**src/rtl/idd_pkg.sv**
```systemverilog
// Shared constants, types and the segment encoder for the ID digit display.
// Assumes a four-digit display and an eight-entry ID of 4-bit digits.
package idd_pkg;
    localparam int NUM_DIGITS = 8;
    localparam int POS_W      = $clog2(NUM_DIGITS);
    localparam int DIGIT_W    = 4;
    localparam int PHYS_DIGITS = 4;
    localparam int SEG_W      = 7;

    typedef logic [POS_W-1:0]   pos_t;
    typedef logic [DIGIT_W-1:0] digit_t;
    typedef logic [SEG_W-1:0]   seg_t;

    // Returns the lit-segment mask {g,f,e,d,c,b,a}; values above 9 light nothing.
    function automatic seg_t seg_lit(input digit_t v);
        case (v)
            4'd0:    seg_lit = 7'h3F;
            4'd1:    seg_lit = 7'h06;
            4'd2:    seg_lit = 7'h5B;
            4'd3:    seg_lit = 7'h4F;
            4'd4:    seg_lit = 7'h66;
            4'd5:    seg_lit = 7'h6D;
            4'd6:    seg_lit = 7'h7D;
            4'd7:    seg_lit = 7'h07;
            4'd8:    seg_lit = 7'h7F;
            4'd9:    seg_lit = 7'h6F;
            default: seg_lit = 7'h00;
        endcase
    endfunction
endpackage

```
**src/rtl/idd_debounce.sv**
```systemverilog
// Filters a bouncy pushbutton and emits a one-cycle strobe when the filtered
// level rises (button released). Assumes STABLE_CYCLES >= 2. The filtered
// level resets to IDLE_LEVEL, so leaving reset with the button idle is quiet.
module idd_debounce #(
    parameter int   STABLE_CYCLES = 500000,
    parameter logic IDLE_LEVEL    = 1'b1
) (
    input  logic clk,
    input  logic rst_n,
    input  logic raw_in,
    output logic rise_pulse
);
    localparam int CNT_W = $clog2(STABLE_CYCLES + 1);
    localparam logic [CNT_W-1:0] CNT_LAST = CNT_W'(STABLE_CYCLES - 1);

    logic             sync_a, sync_b;
    logic             level, level_q;
    logic [CNT_W-1:0] cnt;

    // Two-flop synchronizer for the asynchronous button input.
    always_ff @(posedge clk) begin
        if (!rst_n) begin
            sync_a <= IDLE_LEVEL;
            sync_b <= IDLE_LEVEL;
        end else begin
            sync_a <= raw_in;
            sync_b <= sync_a;
        end
    end

    // Accept a new level only after it has disagreed for STABLE_CYCLES cycles.
    always_ff @(posedge clk) begin
        if (!rst_n) begin
            level <= IDLE_LEVEL;
            cnt   <= '0;
        end else if (sync_b == level) begin
            cnt <= '0;
        end else if (cnt == CNT_LAST) begin
            level <= sync_b;
            cnt   <= '0;
        end else begin
            cnt <= cnt + 1'b1;
        end
    end

    // Rising-edge detector on the filtered level.
    always_ff @(posedge clk) begin
        if (!rst_n) begin
            level_q    <= IDLE_LEVEL;
            rise_pulse <= 1'b0;
        end else begin
            level_q    <= level;
            rise_pulse <= level & ~level_q;
        end
    end

    // The filtered level moves only after the synchronized input disagreed.
    assert_level_follows_input_R7: assert property (@(posedge clk) disable iff (!rst_n)
        (level != $past(level)) |-> ($past(sync_b) != $past(level)));
    // The stability counter never passes its limit.
    assert_cnt_in_range_R7: assert property (@(posedge clk) disable iff (!rst_n)
        cnt <= CNT_LAST);
    // A release yields a single-cycle strobe.
    assert_single_strobe_R2: assert property (@(posedge clk) disable iff (!rst_n)
        rise_pulse |=> !rise_pulse);
    // A falling filtered level (press) never strobes.
    assert_no_strobe_on_press_R8: assert property (@(posedge clk) disable iff (!rst_n)
        $fell(level_q) |-> !rise_pulse);
endmodule

```
**src/rtl/idd_position.sv**
```systemverilog
// Holds the displayed ID position. On a step strobe it clears to zero when
// the synchronized reset button is low, else it advances and wraps after
// the last ID digit. Assumes step is a one-cycle strobe in the clk domain.
module idd_position
    import idd_pkg::*;
(
    input  logic clk,
    input  logic rst_n,
    input  logic step,
    input  logic rst_btn_n,
    output pos_t pos
);
    localparam pos_t POS_LAST = pos_t'(NUM_DIGITS - 1);

    logic rb_a, rb_sync;
    pos_t pos_next;

    // Synchronize the reset button; it is only consulted at a step strobe.
    always_ff @(posedge clk) begin
        if (!rst_n) begin
            rb_a    <= 1'b1;
            rb_sync <= 1'b1;
        end else begin
            rb_a    <= rst_btn_n;
            rb_sync <= rb_a;
        end
    end

    // Next-position logic: clear, or advance with wrap.
    always_comb begin
        if (!rb_sync)              pos_next = '0;
        else if (pos == POS_LAST)  pos_next = '0;
        else                       pos_next = pos + 1'b1;
    end

    // Position register, updated only on a step strobe.
    always_ff @(posedge clk) begin
        if (!rst_n)    pos <= '0;
        else if (step) pos <= pos_next;
    end

    // Without a strobe the position holds.
    assert_hold_without_step_R9: assert property (@(posedge clk) disable iff (!rst_n)
        !$past(step) |-> $stable(pos));
    // A strobe with the reset button low clears the position.
    assert_clear_on_step_R3: assert property (@(posedge clk) disable iff (!rst_n)
        (step && !rb_sync) |=> (pos == '0));
    // A strobe with the reset button high advances by one.
    assert_advance_R2: assert property (@(posedge clk) disable iff (!rst_n)
        (step && rb_sync && pos != POS_LAST) |=> (pos == $past(pos) + 1'b1));
    // A strobe at the last position wraps to zero.
    assert_wrap_R4: assert property (@(posedge clk) disable iff (!rst_n)
        (step && rb_sync && pos == POS_LAST) |=> (pos == '0));
endmodule

```
**src/rtl/idd_decode.sv**
```systemverilog
// Maps the current position to an ID digit, an active-low segment pattern
// and a one-hot active-high digit enable. Positions wrap onto the four
// physical digits. Clock and reset are used only by the assertions.
module idd_decode
    import idd_pkg::*;
#(
    parameter logic [NUM_DIGITS*DIGIT_W-1:0] ID_DIGITS = 32'h0123_4567
) (
    input  logic                   clk,
    input  logic                   rst_n,
    input  pos_t                   pos,
    output seg_t                   seg_n,
    output logic [PHYS_DIGITS-1:0] dig_en
);
    localparam int SLOT_W = $clog2(PHYS_DIGITS);

    digit_t             digit_tab [NUM_DIGITS];
    digit_t             digit_sel;
    logic [SLOT_W-1:0]  slot;

    // Unpack the ID constant; ID digit 0 is the most significant nibble.
    for (genvar k = 0; k < NUM_DIGITS; k++) begin : g_tab
        assign digit_tab[k] = ID_DIGITS[(NUM_DIGITS-1-k)*DIGIT_W +: DIGIT_W];
    end

    // Physical slot is the position modulo the display width.
    assign slot = pos[SLOT_W-1:0];

    // One enable per physical digit, leftmost digit on the top bit.
    for (genvar i = 0; i < PHYS_DIGITS; i++) begin : g_en
        assign dig_en[PHYS_DIGITS-1-i] = (slot == SLOT_W'(i));
    end

    // Select the ID digit and encode it as active-low segments.
    always_comb begin
        digit_sel = digit_tab[pos];
        seg_n     = ~seg_lit(digit_sel);
    end

    // Exactly one digit is enabled at all times.
    assert_onehot_en_R5: assert property (@(posedge clk) disable iff (!rst_n)
        $countones(dig_en) == 1);
    // Non-decimal digits blank the display.
    assert_blank_nondecimal_R6: assert property (@(posedge clk) disable iff (!rst_n)
        (digit_sel > 4'd9) |-> (seg_n == 7'h7F));
    // Decimal digits always light at least one segment.
    assert_lit_decimal_R6: assert property (@(posedge clk) disable iff (!rst_n)
        (digit_sel <= 4'd9) |-> (seg_n != 7'h7F));
endmodule

```
**src/rtl/id_step_display.sv**
```systemverilog
// Top level: debounced step button advances an eight-digit ID position shown
// on a four-digit seven-segment display. Everything runs on clk; the
// debounced release is a strobe, not a clock. Reset is synchronous, active low.
module id_step_display
    import idd_pkg::*;
#(
    parameter int DEBOUNCE_CYCLES = 500000,
    parameter logic [NUM_DIGITS*DIGIT_W-1:0] ID_DIGITS = 32'h0123_4567
) (
    input  logic       clk,
    input  logic       sys_rst_n,
    input  logic       step_btn,
    input  logic       rst_btn_n,
    output logic [6:0] seg_n,
    output logic [3:0] dig_en
);
    logic step_strobe;
    pos_t pos;

    idd_debounce #(
        .STABLE_CYCLES (DEBOUNCE_CYCLES),
        .IDLE_LEVEL    (1'b1)
    ) u_debounce (
        .clk        (clk),
        .rst_n      (sys_rst_n),
        .raw_in     (step_btn),
        .rise_pulse (step_strobe)
    );

    idd_position u_position (
        .clk       (clk),
        .rst_n     (sys_rst_n),
        .step      (step_strobe),
        .rst_btn_n (rst_btn_n),
        .pos       (pos)
    );

    idd_decode #(
        .ID_DIGITS (ID_DIGITS)
    ) u_decode (
        .clk    (clk),
        .rst_n  (sys_rst_n),
        .pos    (pos),
        .seg_n  (seg_n),
        .dig_en (dig_en)
    );

    // Reset returns the display to the leftmost digit.
    assert_reset_leftmost_R1: assert property (@(posedge clk)
        !sys_rst_n |=> (dig_en == 4'b1000));
endmodule

```
**config.mk**
```make
export PLATFORM = sky130hd
export DESIGN_NAME = id_step_display
export DESIGN_NICKNAME = d
export VERILOG_FILES = /design/src/rtl/idd_pkg.sv /design/src/rtl/idd_debounce.sv /design/src/rtl/idd_position.sv /design/src/rtl/idd_decode.sv /design/src/rtl/id_step_display.sv
export SDC_FILE = /design/constraint.sdc
export NUM_CORES = 1
export LEC_CHECK = 0
export BUFFER_PORTS_ARGS = -buffer_cell sky130_fd_sc_hd__buf_4
export CAP_MARGIN = 40
export CORE_UTILIZATION = 36
export DETAILED_ROUTE_END_ITERATION = 12
export GPL_ROUTABILITY_DRIVEN = 0
export SLEW_MARGIN = 10
export SYNTH_ARGS = -nofsm -noshare
export SYNTH_HDL_FRONTEND = slang
export SYNTH_SLANG_ARGS = --single-unit
```
**constraint.sdc**
```tcl
create_clock -name clk -period 1.7 [get_ports clk]
set_clock_uncertainty 0.1 [all_clocks]
set_input_delay 0.255 -clock clk [delete_from_list [all_inputs] [get_ports clk]]
set_output_delay 0.255 -clock clk [all_outputs]
set_load 0.02 [all_outputs]
```
==> results of run 1 <==
[state kept, by name (all words and copies together) (netlist names)]
signal,count
u_position.rb_a,1
u_position.rb_sync,1
u_position.pos,3
u_debounce.sync_a,1
u_debounce.level,1
u_debounce.level_q,1
u_debounce.sync_b,1
u_debounce.cnt,19
u_debounce.rise_pulse,1
[kinds of logic (layout without fill, tap and decap cells)]
logic type               count (synthesis)  count (layout)  share of synthesized area [%]
AO/OA/AOI/OAI                           16              16                           7.25
XOR/XNOR                                13              13                           8.14
adder cells (fa/ha/maj)                  8               8                           7.16
buffers and inverters                   11              40                           4.83
flip-flops                              29              29                           41.5
multiplexers                             2               2                           1.61
AND/OR/NAND/NOR                         71              71                           29.5
[cell usage after synthesis, drive strengths merged]
library cell,instances,area (µm²)
or4,1,7.51
and4,3,28.8
xnor2,1,8.76
ha,8,100
a21boi,1,7.51
buf,4,41.3
nand4,8,65.1
o21ai,7,35.0
and2,5,32.5
nor4b,2,17.5
nand3,8,52.6
or3,4,25.0
and3,3,18.8
nand2,8,30.0
o31ai,2,28.8
nor2,18,67.6
a21oi,6,30.0
xor2,12,105
mux2,2,22.5
nor2b,3,18.8
inv,4,15.0
nand2b,7,43.8
nor3,1,5.00
dfxtp,29,581
clkbuf,3,11.3
[where the power goes]
group / switching [mW] / internal [mW]
Combinational: 0.0105 / 0.0119
Clock: 0.250 / 0.365
Sequential: 0.00232 / 0.683
Total: 0.263 / 1.06
[how the worst max path moves through the flow]
stage          slack (ns)                           start                             to
2_1_floorplan       -0.02    u_debounce.cnt[1]$_SDFF_PP0_   u_debounce.cnt[0]$_SDFF_PP0_
3_3_place_gp         0.06    u_debounce.cnt[9]$_SDFF_PP0_  u_debounce.level$_SDFFE_PN1P_
3_5_place_dp         0.03    u_debounce.cnt[5]$_SDFF_PP0_  u_debounce.level$_SDFFE_PN1P_
4_1_cts            -0.007  u_position.pos[0]$_SDFFE_PN0P_                       seg_n[0]
5_1_grt             -0.03  u_position.pos[0]$_SDFFE_PN0P_                       seg_n[3]
6_report             0.02  u_position.pos[0]$_SDFFE_PN0P_                       seg_n[3]
[stage by stage]
stage / TNS, ns / instance area (µm²) / hold slack [ns] / setup WS, ns / total power, mW
after floorplan: -0.215 / 1420 / 0.246 / -0.0222 / 0.716
after global placement: 0 / 1600 / 0.274 / 0.0583 / 0.724
after detailed placement: 0 / 1600 / 0.280 / 0.0310 / 0.725
after CTS: -0.00725 / 1740 / 0.0481 / -0.00725 / 1.34
after global routing: -0.0477 / 1810 / 0.0517 / -0.0302 / 1.37
final: 0 / 1810 / 0.0557 / 0.0218 / 1.32
[per-layer routing]
layer | global-route usage, % | routed length, µm | up-vias
met5 | 0 | 0 | -
met4 | 8.61 | 79 | 0
met3 | 4.82 | 107 | 7
met2 | 24.6 | 1360 | 16
met1 | 18.3 | 1330 | 547
li1 | - | - | 568
[worst max-delay path, cell delays in order, from the launching register on]
cell     delay, ns
dfxtp_2       0.36
inv_4         0.06
ha_4          0.23
and2_4        0.16
nor2_2        0.08
buf_4         0.15
[cell usage in the layout (no fill, tap or decap), drive strengths merged, types with 4 or more instances in the layout]
master / instances
inv: 4
nand3: 8
or3: 4
nand4: 8
nand2b: 7
clkbuf: 7
dfxtp: 29
o21ai: 7
nor2: 18
buf: 28
ha: 8
nand2: 8
a21oi: 6
and2: 5
xor2: 12
[layout make-up]
cell class	instances	share of cell area [%]
inverters	4	1.10
clock buffers	7	5.31
flip-flops and latches	29	32.6
clock inverters	1	0.276
repair buffers	28	12.2
multi-input cells	110	45.1
well taps	48	3.31
[timing repair]
action / CTS / global route
resized for setup: 8 / 14
endpoints found under the hold margin: 0 / 0
setup buffers: 2 / 3
pin swaps: 0 / 1
cloned: 0 / 0
setup endpoints to repair: 5 / 16
==> metrics, run 1 <==
outcome completed; Post-Layout Cell Count 227; Syn. warnings 0; grt ovf 0; RR Startpoint u_debounce.cnt[0]$_SDFF_PP0_; Mapped Area 0.00140 mm²; setup violators final 0; RSZ-0062 raised after global routing yes; max cap viols 0; Syn Nets 162; Startpoint Class flop; Worst R2R End u_debounce.level$_SDFFE_PN1P_; Arr. time, crit path 1.32 ns; Tightest Hold Check Type primary input to flop; vias per cell 5.01; DIE AREA 0.00414 mm²; io pins 15; diodes inserted 0; DR pass1 iterations 4; Slew Viols, Final 0; worst path required time 1.34 ns; Total Routed Length 2880 µm; core box area 0.00369 mm²; area of the multi-input gates 818 µm²; Detail Route Antenna Nets 0; final-report hold violation count 0; Seq cells post-synth 29; instance count of the mapped netlist 150; dpl cells 214; die span in x 64.3 µm; hpwl dp 2030 µm; clk sinks 29; Initial Util 37.9%; maximum fanout along the worst path 5; initial antenna violation count 0; P_leak 0.685 nW; Fmax 596 MHz; Avg Cell Area, Syn 9.33 µm²; layout cells sized above 1 34.1%; vias in the first global route 1080; initial drt markers 23; overall global routing resource usage 15.5%; buffer levels on the longest clock path 2; worst hold start rst_btn_n; R2R setup slack 0.05 ns; IO Port Bufs 14; FF/Latch Area 592 µm²; H-Tree Depth 2; routed length per placed instance 12.7 µm; Layout Utilization 49.2%; post-synthesis sequential area ratio 41.5%; CP Class flop to primary output; total CTS buffers 5; Die Ht 64.3 µm; Reg2Reg Depth 5; clock-pin slew on the worst setup and hold paths 0.06 ns; min Tclk post-route 1.68 ns; Pwr per Cell Area 730 mW/mm²; Nets 190; root buf cell clkbuf_8; relative slew slack 81.2%; Worst-Margin Slew 0.282 ns; Hold Path Depth 2; global-route wire length before repair 4770 µm; hold endpoint u_position.rb_a$_SDFF_PN1_; Max VDD drop 0.000536 V; Layout fillers 348; Cell variety after synth 31; # rows 22; Worst setup EP type primary output; Area Overhead vs Synth 29.6%; Residual DRC 0; vias after detailed routing 1138; largest net degree at the start of global routing 13; Tcrit/Tclk final 98.7%; hold_buf cts 0; TritonCTS clock tree done; worst skew pair latency 0.28 ns
No activity file was read; power rests on OpenSTA's default activity.
==> run 2: changes to the inputs <==
Settings changed: HOLD_SLACK_MARGIN set to 0.1.
==> run 2 against run 1 <==
  * First-iteration DRC count rose by 4.3%
  * Register-to-register slack about the same
  * Sequential share of layout area decreased by 0.36 points
  * Largest power group unchanged
  * Fmax hardly changed
==> metrics, run 2 (synthesis results as in run 1) <==
grt ovf 0 (unchanged); Initial Util 37.9% (unchanged); most common cell after layout, fill and taps aside buf_4 (unchanged); Die Ht 64.3 µm (unchanged); Tightest Hold Check Type primary input to flop (unchanged); TritonCTS clock tree done (unchanged); Design Area, Final 0.00183 mm² (was 0.00181 mm²); # rows 22 (unchanged); maximum fanout along the worst path 5 (unchanged); Area Overhead vs Synth 31.0% (was 29.6%); final-report hold violation count 0 (unchanged); worst skew pair latency 0.28 ns (about the same); die span in x 64.3 µm (unchanged); Tcrit/Tclk final 98.7% (about the same); Nets 192 (was 190); total power 1.33 mW (was 1.32 mW); global-route wire length before repair 4800 µm (was 4770 µm); vias per cell 4.99 (was 5.01); Worst R2R End u_debounce.level$_SDFFE_PN1P_ (unchanged); diodes inserted 0 (unchanged); Largest register FFs 19 (unchanged); dpl cell area 0.00160 mm² (unchanged); CP Class flop to primary output (unchanged); Min Hold Slack 0.122 ns (was 0.0557 ns); Slew Viols, Final 0 (unchanged); P_leak 0.694 nW (was 0.685 nW); Worst-Margin Slew 0.280 ns (was 0.282 ns); crit path to seg_n[3] (unchanged); Fmax 596 MHz (about the same); RR Startpoint u_debounce.cnt[0]$_SDFF_PP0_ (unchanged); Worst setup EP type primary output (unchanged); IO Port Bufs 14 (unchanged); Top Registers u_debounce.cnt: 19 flops, u_position.pos: 3 flops (unchanged); clk sinks 29 (unchanged); io pins 15 (unchanged); RSZ-0062 raised after global routing yes (unchanged); setup TNS 0 ns (unchanged); worst setup path start u_position.pos[0]$_SDFFE_PN0P_ (unchanged); final worst slack 0.0225 ns (was 0.0218 ns); Biggest register u_debounce.cnt (unchanged); largest net degree at the start of global routing 13 (unchanged); Layout fillers 346 (was 348); Startpoint Class flop (unchanged); hpwl dp 2030 µm (unchanged); commonest cells after routing, fill and taps aside buf_4 (25), dfxtp_1 (22), nor2_1 (17), xor2_1 (12), nand2_1 (8) (unchanged); DR pass1 iterations 4 (unchanged); min Tclk post-route 1.68 ns (about the same); Reg2Reg Depth 5 (unchanged); layout cells sized above 1 33.7% (was 34.1%); total CTS buffers 5 (unchanged); Pwr per Cell Area 723 mW/mm² (was 730 mW/mm²); buffer levels on the longest clock path 2 (unchanged); vias in the first global route 1087 (was 1080); overall global routing resource usage 15.5% (about the same); Arr. time, crit path 1.32 ns (about the same); initial drt markers 24 (was 23); DIE AREA 0.00414 mm² (unchanged); worst path required time 1.34 ns (about the same); relative slew slack 81.3% (was 81.2%); clock-pin slew on the worst setup and hold paths 0.06 ns (about the same); Total Routed Length 2900 µm (was 2880 µm); Setup WS pre-CTS 0.0310 ns (unchanged); R2R setup slack 0.05 ns (about the same); Residual DRC 0 (unchanged); H-Tree Depth 2 (unchanged); setup violators final 0 (unchanged); initial antenna violation count 0 (unchanged); root buf cell clkbuf_8 (unchanged); routed length per placed instance 12.7 µm (about the same); Detail Route Antenna Nets 0 (unchanged); core box area 0.00369 mm² (unchanged); outcome completed (unchanged); Max VDD drop 0.000530 V (was 0.000536 V); vias after detailed routing 1142 (was 1138); max cap viols 0 (unchanged)
==> run 2: changes by cell type in the layout (fill, tap and decap cells not counted) <==
| cell | delta |
|---|---|
| dlygate4sd3_1 | +2 |
==> run 2: timing repair <==
item,4_1_cts,5_1_grt
hold buffers,2,0
pin swaps,0,1
resized for setup,8,14
buffers inserted,2,3
endpoints found under the setup margin,5,16
hold endpoints to repair,2,0
==> run 2: cell type report <==
class	instances	area (µm²)	share of cell area, %
Sequential cell	29	592	32.3
Tap cell	48	60.1	3.28
Multi-Input combinational cell	110	818	44.6
Clock inverter	1	5.00	0.273
Inverter	4	20.0	1.09
Timing Repair Buffer	30	241	13.2
Clock buffer	7	96.3	5.26
==> run 2: worst min-delay path by stage <==
stage                                  startpoint                                to  slack [ns]  cells after the start
floorplan                               sys_rst_n     u_debounce.level_q$_SDFF_PN1_        0.25                      1
global placement    u_debounce.level_q$_SDFF_PN1_  u_debounce.rise_pulse$_SDFF_PN0_        0.27                      1
detailed placement  u_debounce.level_q$_SDFF_PN1_  u_debounce.rise_pulse$_SDFF_PN0_        0.28                      1
CTS                                     sys_rst_n      u_debounce.sync_a$_SDFF_PN1_        0.11                      2
global route                            sys_rst_n        u_position.rb_a$_SDFF_PN1_        0.12                      2
finish                                  sys_rst_n      u_debounce.sync_a$_SDFF_PN1_        0.12                      2
==> run 2: worst max-delay path, cell delays in order, from the launching register on <==
cell and delay (ns):
dfxtp_2 0.36, inv_4 0.06, ha_4 0.23, and2_4 0.16, nor2_2 0.08, buf_4 0.15
==> run 2: routing by layer <==
metal / GRT usage [%] / wire length (µm) / vias to the layer above
li1: - / - / 573
met1: 18.3 / 1330 / 544
met2: 24.9 / 1400 / 18
met3: 4.82 / 93 / 7
met4: 8.61 / 79 / 0
met5: 0 / 0 / -
==> run 2: stage by stage <==
stage,cells,util [%]
5_1_grt,229,49.7
3_5_place_dp,214,43.4
6_report,229,49.7
2_1_floorplan,150,-
4_1_cts,226,47.7
3_3_place_gp,214,43.4
==> run 2: power breakdown <==
part,leakage (nW),switching [mW],internal (mW),total (mW)
registers,0.238,0.00232,0.683,0.686
clock network,0.0542,0.249,0.365,0.614
logic,0.401,0.0114,0.0149,0.0263
